<file path="src/rtl/dm_pkg.sv">
// Package: shared constants and address-decode helpers for the debug RAM block.
// Assumes 32-bit memory words carried in a 34-bit bus word.
package dm_pkg;
    localparam int DATA_W        = 32;
    localparam int BUS_W         = DATA_W + 2;
    localparam int IRQ_BIT       = DATA_W + 1;
    localparam int LOW_WIN_WORDS = 16;
    localparam int HIGH_WIN_BASE = 'h40;
    localparam int CTRL_ADDR     = 'h10;
    localparam int INFO_ADDR     = 'h11;
    localparam int HART_RAM_BASE = 'h400;
    localparam logic [DATA_W-1:0] CTRL_WMASK = 32'h0038_FFFF;

    // True when a bus address selects a memory word.
    function automatic logic bus_ram_hit(input int addr, input int words);
        if (addr < LOW_WIN_WORDS)
            return addr < words;
        return (words > LOW_WIN_WORDS) && (addr >= HIGH_WIN_BASE) &&
               (addr - HIGH_WIN_BASE + LOW_WIN_WORDS < words);
    endfunction

    // Word index for a bus address that hits memory.
    function automatic int bus_ram_index(input int addr);
        return (addr < LOW_WIN_WORDS) ? addr : addr - HIGH_WIN_BASE + LOW_WIN_WORDS;
    endfunction
endpackage

</file>
<file path="src/rtl/dm_ram.sv">
// Module: shared scratch memory with one bus port and one hart port.
// Reads are combinational; the top registers them. On a same-word write
// collision the bus port (port A) wins. Contents are never reset.
module dm_ram #(
    parameter int WORDS  = 20,
    parameter int IDX_W  = 5,
    parameter int DATA_W = 32
) (
    input  logic              clk,
    input  logic              a_we,
    input  logic [IDX_W-1:0]  a_idx,
    input  logic [DATA_W-1:0] a_wdata,
    output logic [DATA_W-1:0] a_rdata,
    input  logic              b_we,
    input  logic [IDX_W-1:0]  b_idx,
    input  logic [DATA_W-1:0] b_wdata,
    output logic [DATA_W-1:0] b_rdata
);
    logic [DATA_W-1:0] mem [WORDS];

    // Write both ports; the later bus assignment overrides the hart on a collision.
    always_ff @(posedge clk) begin
        if (b_we) mem[b_idx] <= b_wdata;
        if (a_we) mem[a_idx] <= a_wdata;
    end

    assign a_rdata = mem[a_idx];
    assign b_rdata = mem[b_idx];
endmodule

</file>
<file path="src/rtl/dm_flags.sv">
// Module: the debug-interrupt and halted status flags.
// Assumes pulse inputs of one cycle. Setting wins over clearing in either flag.
module dm_flags (
    input  logic clk,
    input  logic rst_n,
    input  logic irq_set,
    input  logic irq_clr,
    input  logic halt_set,
    input  logic halt_clr,
    output logic irq_q,
    output logic halt_q
);
    // Interrupt request: raised by the bus, dropped by the hart's done pulse.
    always_ff @(posedge clk) begin
        if (!rst_n)        irq_q <= 1'b0;
        else if (irq_set)  irq_q <= 1'b1;
        else if (irq_clr)  irq_q <= 1'b0;
    end

    // Halted flag: follows the hart's halt-entry and resume pulses only.
    always_ff @(posedge clk) begin
        if (!rst_n)        halt_q <= 1'b0;
        else if (halt_set) halt_q <= 1'b1;
        else if (halt_clr) halt_q <= 1'b0;
    end
endmodule

</file>
<file path="src/rtl/dm_ctrl.sv">
// Module: control register storage and the constant capability word.
// Assumes the write strobe is already decoded. Unimplemented bits read zero.
module dm_ctrl
    import dm_pkg::*;
#(
    parameter int         RAM_WORDS   = 20,
    parameter logic [4:0] ACCESS_MASK = 5'b00100,
    parameter logic [1:0] VERSION     = 2'd1
) (
    input  logic              clk,
    input  logic              rst_n,
    input  logic              wr_en,
    input  logic [DATA_W-1:0] wdata,
    output logic [DATA_W-1:0] ctrl_q,
    output logic [DATA_W-1:0] info_word
);
    localparam logic [5:0] SIZE_FIELD = 6'(RAM_WORDS - 1);

    // Control register: keep the implemented fields only.
    always_ff @(posedge clk) begin
        if (!rst_n)     ctrl_q <= '0;
        else if (wr_en) ctrl_q <= wdata & CTRL_WMASK;
    end

    // Capability word: size, access sizes, auth type (none) and version.
    always_comb begin
        info_word        = '0;
        info_word[20:16] = ACCESS_MASK;
        info_word[15:10] = SIZE_FIELD;
        info_word[3:2]   = 2'd0;
        info_word[1:0]   = VERSION;
    end
endmodule

</file>
<file path="src/rtl/dm_debug_ram.sv">
// Module: top of the debug RAM block. Decodes the bus and hart addresses,
// raises the interrupt request and assembles registered read data.
// Assumes single-cycle requests on both ports and RAM_WORDS in 2..64.
module dm_debug_ram
    import dm_pkg::*;
#(
    parameter int         RAM_WORDS   = 20,
    parameter int         ADDR_W      = 7,
    parameter int         HART_AW     = 12,
    parameter logic [4:0] ACCESS_MASK = 5'b00100,
    parameter logic [1:0] VERSION     = 2'd1
) (
    input  logic               clk,
    input  logic               rst_n,
    input  logic               bus_req,
    input  logic               bus_we,
    input  logic [ADDR_W-1:0]  bus_addr,
    input  logic [33:0]        bus_wdata,
    output logic [33:0]        bus_rdata,
    input  logic               hart_req,
    input  logic               hart_we,
    input  logic [HART_AW-1:0] hart_addr,
    input  logic [31:0]        hart_wdata,
    output logic [31:0]        hart_rdata,
    input  logic               hart_halt,
    input  logic               hart_resume,
    input  logic               hart_done,
    output logic               debug_irq,
    output logic               halted
);
    localparam int IDX_W = $clog2(RAM_WORDS);

    logic              bus_ram_sel, bus_ctrl_sel, bus_info_sel;
    logic [IDX_W-1:0]  bus_idx, hart_idx;
    logic              hart_ram_sel;
    logic [DATA_W-1:0] ram_bus_q, ram_hart_q, ctrl_q, info_word;
    logic              bus_wr, bus_rd;

    // Bus address decode into memory, control and capability selects.
    always_comb begin
        bus_ram_sel  = bus_ram_hit(int'(bus_addr), RAM_WORDS);
        bus_ctrl_sel = (int'(bus_addr) == CTRL_ADDR);
        bus_info_sel = (int'(bus_addr) == INFO_ADDR);
        bus_idx      = IDX_W'(bus_ram_index(int'(bus_addr)));
    end

    // Hart address decode: word-aligned window starting at HART_RAM_BASE.
    always_comb begin
        hart_ram_sel = (int'(hart_addr) >= HART_RAM_BASE) &&
                       (int'(hart_addr) <  HART_RAM_BASE + 4 * RAM_WORDS);
        hart_idx     = IDX_W'((int'(hart_addr) - HART_RAM_BASE) / 4);
    end

    assign bus_wr = bus_req &&  bus_we;
    assign bus_rd = bus_req && !bus_we;

    dm_ram #(.WORDS(RAM_WORDS), .IDX_W(IDX_W), .DATA_W(DATA_W)) u_ram (
        .clk     (clk),
        .a_we    (bus_wr && bus_ram_sel),
        .a_idx   (bus_idx),
        .a_wdata (bus_wdata[DATA_W-1:0]),
        .a_rdata (ram_bus_q),
        .b_we    (hart_req && hart_we && hart_ram_sel),
        .b_idx   (hart_idx),
        .b_wdata (hart_wdata),
        .b_rdata (ram_hart_q)
    );

    dm_flags u_flags (
        .clk      (clk),
        .rst_n    (rst_n),
        .irq_set  (bus_wr && bus_wdata[IRQ_BIT] && (bus_ram_sel || bus_ctrl_sel)),
        .irq_clr  (hart_done),
        .halt_set (hart_halt),
        .halt_clr (hart_resume),
        .irq_q    (debug_irq),
        .halt_q   (halted)
    );

    dm_ctrl #(.RAM_WORDS(RAM_WORDS), .ACCESS_MASK(ACCESS_MASK), .VERSION(VERSION)) u_ctrl (
        .clk       (clk),
        .rst_n     (rst_n),
        .wr_en     (bus_wr && bus_ctrl_sel),
        .wdata     (bus_wdata[DATA_W-1:0]),
        .ctrl_q    (ctrl_q),
        .info_word (info_word)
    );

    // Bus read data: flags ride along with memory and control reads.
    always_ff @(posedge clk) begin
        if (!rst_n)
            bus_rdata <= '0;
        else if (bus_rd) begin
            if (bus_ram_sel)       bus_rdata <= {debug_irq, halted, ram_bus_q};
            else if (bus_ctrl_sel) bus_rdata <= {debug_irq, halted, ctrl_q};
            else if (bus_info_sel) bus_rdata <= {2'b00, info_word};
            else                   bus_rdata <= '0;
        end
    end

    // Hart read data: old contents on a same-cycle bus write, zero outside the window.
    always_ff @(posedge clk) begin
        if (!rst_n)
            hart_rdata <= '0;
        else if (hart_req && !hart_we)
            hart_rdata <= hart_ram_sel ? ram_hart_q : '0;
    end
endmodule

</file>
<file path="config.mk">
export PLATFORM = sky130hd
export DESIGN_NAME = dm_debug_ram
export DESIGN_NICKNAME = d
export VERILOG_FILES = /design/src/rtl/dm_pkg.sv /design/src/rtl/dm_ram.sv /design/src/rtl/dm_flags.sv /design/src/rtl/dm_ctrl.sv /design/src/rtl/dm_debug_ram.sv
export SDC_FILE = /design/constraint.sdc
export NUM_CORES = 1
export LEC_CHECK = 0
export BUFFER_PORTS_ARGS = -buffer_cell sky130_fd_sc_hd__buf_2
export CAP_MARGIN = 0
export CORE_MARGIN = 2
export CORE_UTILIZATION = 60
export DETAILED_ROUTE_END_ITERATION = 8
export PLACE_DENSITY = 0.81
export SYNTH_ARGS = -nofsm -noshare
export SYNTH_HDL_FRONTEND = slang
export SYNTH_HIERARCHICAL = 1
export SYNTH_SLANG_ARGS = --single-unit
</file>
<file path="constraint.sdc">
create_clock -name clk -period 8.7 [get_ports clk]
set_input_delay 0.87 -clock clk [delete_from_list [all_inputs] [get_ports clk]]
set_output_delay 0.87 -clock clk [all_outputs]
set_load 0.02 [all_outputs]
</file>
---- Word-level counts from Yosys, hierarchy flattened ----
Memory sizes are Yosys's and may differ from the RTL's.
Index checks and enable logic that the tools add are counted.
storage, ports and cells
  bits in writable memories ............... 640
  memories kept ........................... 1
  output and inout port bits .............. 68
  input bits .............................. 94
  logic and storage cells ................. 52
  bits in registers ....................... 87
operators by class
  $add $sub $neg .......................... 4
  mux-type cells .......................... 16
  equality and inequality tests ........... 2
  bitwise gates (word level) .............. 1
  reductions and logical operators ........ 17
  $lt $le $gt $ge ......................... 6
memory list
  name       depth  bits a word  rd ports  clocked after Yosys merged registers in  write ports  RTL line      text
  u_ram.mem  20     32           2         0                                        2            dm_ram.sv:19  logic [DATA_W-1:0] mem [WORDS];
operator list
  operator                                               count
  two-way mux 34 bit                                     2
  two-way mux 32 bit                                     1
  two-way mux 19 bit                                     1
  == test 7 x 6 -> 1 bit, second input constant          2
  < comparator 7 x 5 -> 1 bit, second input constant     2
  subtractor 12 x 11 -> 13 bit, second input constant    1
  >= comparator 12 x 11 -> 1 bit, second input constant  1
  < comparator 12 x 11 -> 1 bit, second input constant   1
  logical AND 1 bit                                      11
  two-way mux 1 bit                                      11
  adder 8 x 6 -> 9 bit, second input constant            1
  < comparator 9 x 6 -> 1 bit, second input constant     1
  subtractor 7 x 7 -> 8 bit, second input constant       1
  >= comparator 7 bit, second input constant             1
  adder 5 x 1 -> 5 bit                                   1
  two-way mux 5 bit                                      1
  nonzero test 2 bit                                     2
  zero test 1 bit                                        2
  OR reduction 2 bit                                     1
  AND 1 bit                                              1
  logical OR 1 bit                                       1

---- Longest topological paths before layout ----
  depth after elaboration ................. 8
  depth in mapped cells ................... 15
  depth with buffers taken out ............ 12

---- Cells and area by module ----
Netlist, hierarchy kept.
modules (own cells, without submodules)
  module        seq. area each (um2)  instances  area an instance (um2)  cells each
  dm_ram        19218.4               1          37920.1                 2763
  dm_debug_ram  1321.3                1          3274.4                  364
  dm_ctrl       380.4                 1          1069.8                  107
  dm_flags      40.0                  1          82.6                    6

---- Least setup slack after synthesis ----
OpenSTA, ideal clock, no wires.
  kind .................................... input to register
  from .................................... in hart_addr[10]
  to ...................................... mem u_ram.mem[5][0] (enable)
  buffers on the path ..................... 2
  library setup time ...................... 466 ps
  setup slack ............................. 3426 ps
  data required time ...................... 8234 ps
  cell stages on the path ................. 8
  data arrival time ....................... 4809 ps
  cell sequence ........................... nor3_1 > ha_1 > ha_1 > xor2_1 > buf_4 > clkbuf_1 > or3b_2 > o21ai_0
RTL lines
  what                RTL line            text
  start: declaration  dm_debug_ram.sv:22  input logic [HART_AW-1:0] hart_addr,
  end: declaration    dm_ram.sv:19

==> report_table.html <==
<table>
<tr><th>Metric</th><th>Value</th></tr>
<tr><th colspan="2">Setup path</th></tr>
<tr><td>Endpoint arrival time on the critical path</td><td>5310 ps</td></tr>
<tr><td>Type of the worst setup path</td><td>primary input to register</td></tr>
<tr><td>Worst-path cell with the longest stage delay</td><td>nand3_2</td></tr>
<tr><td>CP cell instances</td><td>buf_2, ha_1, inv_1, ha_1, and3b_1, a221oi_4, buf_4, nor2_1, and3b_1, nand3_2, buf_4, o21ai_4, buf_4</td></tr>
<tr><td>Endpoint kind of the worst setup timing path</td><td>register</td></tr>
<tr><td>Startpoint types</td><td>primary input</td></tr>
<tr><td>Biggest cell delay along the critical path</td><td>810 ps</td></tr>
<tr><td>Critical Path Fanout Max</td><td>66</td></tr>
<tr><td>WP data required</td><td>8980 ps</td></tr>
<tr><td>Critical Path Most Common Cell</td><td>buf_4</td></tr>
<tr><th colspan="2">Logic synthesis</th></tr>
<tr><td>Number of enable-type register cells in the synthesized netlist</td><td>640</td></tr>
<tr><td>Gate count after technology mapping</td><td>3240</td></tr>
<tr><td>Sequential cell area fraction in the yosys report</td><td>49.5%</td></tr>
<tr><td>Post-Synthesis Cell Area</td><td>42300 um^2</td></tr>
<tr><td>Most frequently used flop master after synthesis</td><td>edfxtp_1</td></tr>
<tr><td>FF+latch count, synth</td><td>727</td></tr>
<tr><td>Syn avg cell area</td><td>13.1 um^2</td></tr>
<tr><td>YS warnings</td><td>6</td></tr>
<tr><td>Count of cell types in the netlist</td><td>64</td></tr>
<tr><td>Asr flop ratio synth</td><td>0%</td></tr>
<tr><th colspan="2">Clocking</th></tr>
<tr><td>Post-CTS sizing</td><td>0</td></tr>
<tr><td>Post-cts hold buffer count</td><td>0</td></tr>
<tr><td>Insertion delay of the later-clocked pin in the worst-skew pair</td><td>650 ps</td></tr>
<tr><td>TritonCTS clock tree</td><td>yes</td></tr>
<tr><td>Clock slew seen by the registers of the worst setup and hold paths</td><td>60 ps</td></tr>
<tr><td>Maximum clock insertion buffer count</td><td>3</td></tr>
<tr><td>Num CTS Buffers</td><td>79</td></tr>
<tr><td>Post CTS Setup Buffer Count</td><td>0</td></tr>
<tr><td>Clock root buffer</td><td>clkbuf_16</td></tr>
<tr><td>CTS Sinks</td><td>727</td></tr>
<tr><td>Number of H-tree branching levels</td><td>3</td></tr>
<tr><th colspan="2">GRT</th></tr>
<tr><td>Global router's overall resource usage</td><td>36.9%</td></tr>
<tr><td>Global-route congestion overflow total</td><td>0</td></tr>
<tr><td>Maximum number of pins on one net before global-route repair</td><td>105</td></tr>
<tr><td>Via count of the first global-routing pass</td><td>30100</td></tr>
<tr><td>First-pass GRT wire length</td><td>198 mm</td></tr>
<tr><td>Number of antenna violations at the first check in global routing</td><td>5</td></tr>
<tr><th colspan="2">Floorplan</th></tr>
<tr><td>Die Width</td><td>270 um</td></tr>
<tr><td>Starting Density</td><td>60.6%</td></tr>
<tr><td>Overall die area</td><td>72700 um^2</td></tr>
<tr><td>Cell row count</td><td>97</td></tr>
<tr><td>Number of top-level design ports</td><td>162</td></tr>
<tr><td>Std-Cell Core Area</td><td>69900 um^2</td></tr>
<tr><td>Vert. Die Dim</td><td>270 um</td></tr>
<tr><th colspan="2">Timing</th></tr>
<tr><td>Worst Max-Slew Pin Slew</td><td>1550 ps</td></tr>
<tr><td>Shortest period the worst path allows</td><td>5030 ps</td></tr>
<tr><td>Fin crit share</td><td>57.8%</td></tr>
<tr><td>Final Hold Fails</td><td>0</td></tr>
<tr><td>Maximum operating frequency</td><td>199 MHz</td></tr>
<tr><td>Max-slew headroom</td><td>-4.10%</td></tr>
<tr><td>Final Setup Violations</td><td>0</td></tr>
<tr><td>RSZ-0062 raised after global routing</td><td>false</td></tr>
<tr><td>Slew Viols, Final</td><td>2</td></tr>
<tr><td>Layout Skew</td><td>25.4 ps</td></tr>
<tr><td>Setup total negative slack</td><td>0 ps</td></tr>
<tr><td>Final hold slack</td><td>447 ps</td></tr>
<tr><th colspan="2">Status</th></tr>
<tr><td>Failing checks</td><td>max-capacitance violations, max-slew violations</td></tr>
<tr><td>Result of the run</td><td>finished with violations</td></tr>
<tr><th colspan="2">Place</th></tr>
<tr><td>Global placement routability congestion</td><td>0.899</td></tr>
<tr><td>Placed wire-length estimate</td><td>80.3 mm</td></tr>
<tr><td>Port bufs</td><td>160</td></tr>
<tr><th colspan="2">Power</th></tr>
<tr><td>Peak supply drop</td><td>0.180 mV</td></tr>
<tr><td>Cell leakage power</td><td>16.6 nW</td></tr>
<tr><td>Power density cells</td><td>178 nW/um^2</td></tr>
<tr><th colspan="2">Final layout</th></tr>
<tr><td># nets final</td><td>3279</td></tr>
<tr><td>Share of layout cells above drive strength 1</td><td>34.6%</td></tr>
<tr><td>Layout Area Growth over Synthesis</td><td>8.52%</td></tr>
<tr><th colspan="2">Detailed routing</th></tr>
<tr><td>Antenna-violating nets left</td><td>0</td></tr>
<tr><td>Total via count in the routed design</td><td>30200</td></tr>
<tr><td>Wirelength, routed</td><td>138 mm</td></tr>
<tr><td>Routed via count divided by cell count</td><td>7.21</td></tr>
<tr><td>Initial DRT Pass Iterations</td><td>6</td></tr>
<tr><td>Remaining design rule violation count</td><td>0</td></tr>
<tr><td>Wire length per cell after detailed routing</td><td>32.8 um</td></tr>
<tr><td>Count of routing violations after the opening detailed-route iteration</td><td>4124</td></tr>
<tr><th colspan="2">Hold path</th></tr>
<tr><td>HP Class</td><td>primary input to register</td></tr>
<tr><th colspan="2">Run</th></tr>
<tr><td>Count of max-cap constraint violations</td><td>1</td></tr>
</table>
worst paths after layout:
check,slack (ps),end,depth (start not counted),startpoint
worst max-delay path,3670,u_ram/mem[9][0],13,bus_addr[4]
worst min-delay path,450,u_flags/halt_q,2,hart_halt
worst max register to register,6280,bus_rdata[22],6,u_ram/mem[19][22]
worst min register to register,480,bus_rdata[32],1,bus_rdata[32]
kinds of logic (layout without fill, tap and decap cells):
| group | Yosys count | in the layout | share of synthesized area [%] |
|---|---|---|---|
| multiplexers | 1267 | 1267 | 33.7 |
| adder cells (fa/ha/maj) | 6 | 6 | 0.177 |
| AND/OR/NAND/NOR | 359 | 359 | 4.37 |
| XOR/XNOR | 3 | 3 | 0.0621 |
| other | 2 | 51 | 0.0177 |
| buffers and inverters | 426 | 386 | 4.95 |
| flip-flops | 727 | 727 | 49.5 |
| AO/OA/AOI/OAI | 450 | 450 | 7.19 |
cell usage in the layout, fill, tap and decap left out, types with 6 or more instances in the layout:
| cell type | instances |
|---|---|
| o21ai_0 | 40 |
| nor2_1 | 124 |
| edfxtp_1 | 640 |
| mux2_1 | 10 |
| clkbuf_16 | 79 |
| nand4_1 | 8 |
| mux2i_1 | 563 |
| o21ai_4 | 13 |
| o32ai_1 | 8 |
| conb_1 | 45 |
| clkbuf_1 | 13 |
| o21ai_1 | 7 |
| nand3b_1 | 8 |
| diode_2 | 6 |
| clkinv_1 | 8 |
| dfxtp_1 | 87 |
| nand2_1 | 78 |
| buf_4 | 76 |
| mux4_2 | 64 |
| a21oi_1 | 10 |
| o22ai_1 | 211 |
| mux2_2 | 630 |
| o21bai_4 | 6 |
| a22oi_1 | 49 |
| nand3_2 | 8 |
| nor2b_1 | 57 |
| nand3_1 | 18 |
| a221o_1 | 32 |
| clkinv_2 | 24 |
| a211oi_1 | 61 |
| buf_2 | 158 |
| bufinv_16 | 9 |
layout make-up:
| cell class | count | area [um^2] |
|---|---|---|
| Fill cell | 4930 | 24000 |
| Sequential cell | 727 | 21000 |
| Multi-Input combinational cell | 2130 | 19800 |
| Clock buffer | 96 | 2080 |
| Timing Repair Buffer | 236 | 1400 |
| Tap cell | 940 | 1180 |
| Clock inverter | 49 | 490 |
| Inverter | 5 | 18.8 |
| Antenna cell | 6 | 15.0 |
synthesized netlist by cell type (3+ instances only):
cell type / count / area [um^2]
nand3b_1: 8 / 60.1
mux2i_1: 563 / 5640
edfxtp_1: 640 / 19200
and3b_1: 4 / 35.0
nand3_1: 22 / 110
a2111oi_1: 3 / 30.0
o21bai_1: 7 / 52.6
nor2_1: 125 / 469
o22ai_1: 212 / 1330
nor2b_1: 57 / 357
nand3_2: 4 / 40.0
and2_1: 7 / 43.8
a211oi_1: 61 / 458
a21oi_1: 11 / 55.1
o21ai_1: 7 / 35.0
nand4_1: 8 / 50.1
nor4_1: 4 / 25.0
nand2_1: 83 / 312
or3b_2: 4 / 35.0
o21a_1: 3 / 22.5
buf_1: 7 / 26.3
buf_2: 149 / 746
a221o_1: 32 / 320
nand4bb_1: 3 / 33.8
o32ai_1: 8 / 70.1
clkbuf_1: 197 / 739
buf_4: 57 / 428
mux2_2: 630 / 7090
or4b_2: 3 / 30.0
mux4_2: 64 / 1440
dfxtp_1: 87 / 1740
a22oi_1: 49 / 368
clkbuf_8: 3 / 41.3
ha_1: 6 / 75.1
inv_1: 5 / 18.8
buf_6: 7 / 78.8
o21ai_0: 53 / 265
mux2_1: 10 / 113
nor3_1: 3 / 15.0
metal layers:
| metal | part of all wire, % | track usage (%) | vias to the layer above | wire (um) |
|---|---|---|---|---|
| met5 | 0 | 0 | - | 0 |
| met4 | 7.9 | 25.0 | 0 | 10800 |
| met3 | 13 | 10.0 | 591 | 18000 |
| met2 | 44 | 56.1 | 2372 | 60700 |
| met1 | 35 | 46.1 | 14800 | 48000 |
| li1 | - | - | 12400 | - |
state kept, by name, summed over array words and instances (netlist names):
signal	cells
hart_rdata	32
bus_rdata	34
u_flags/irq_q	1
u_ram/mem	640
u_ctrl/ctrl_q	19
u_flags/halt_q	1
metrics by stage:
step / setup slack [ps] / instances / utilization [%] / instance area, um^2 / total power [mW]
4_1_cts: 3830 / 4183 / 65.7 / 45900 / 8.15
3_5_place_dp: 3170 / 4038 / 62.0 / 43400 / 4.80
3_3_place_gp: 3260 / 4038 / 62.0 / 43400 / 4.77
2_1_floorplan: 3430 / 3283 / - / 42500 / 4.55
6_report: 3670 / 4189 / 65.7 / 46000 / 8.18
5_1_grt: 3660 / 4186 / 65.7 / 45900 / 8.34
power by group:
group          internal (mW)  leakage, nW  switching [mW]  total (mW)
Clock                   1.98         1.28            1.44        3.41
Combinational          0.366         8.90           0.583       0.948
Sequential              3.81         6.45         0.00933        3.82
critical path, delay by kind of cell:
| kind | cells | cell delay (ps) |
|---|---|---|
| and+or+nand+nor | 4 | 1770 |
| AOI/OAI and AO/OA | 2 | 460 |
| adders and majority gates | 2 | 420 |
| buffers and inverters | 5 | 1720 |
(Power assumes the default switching activity.)
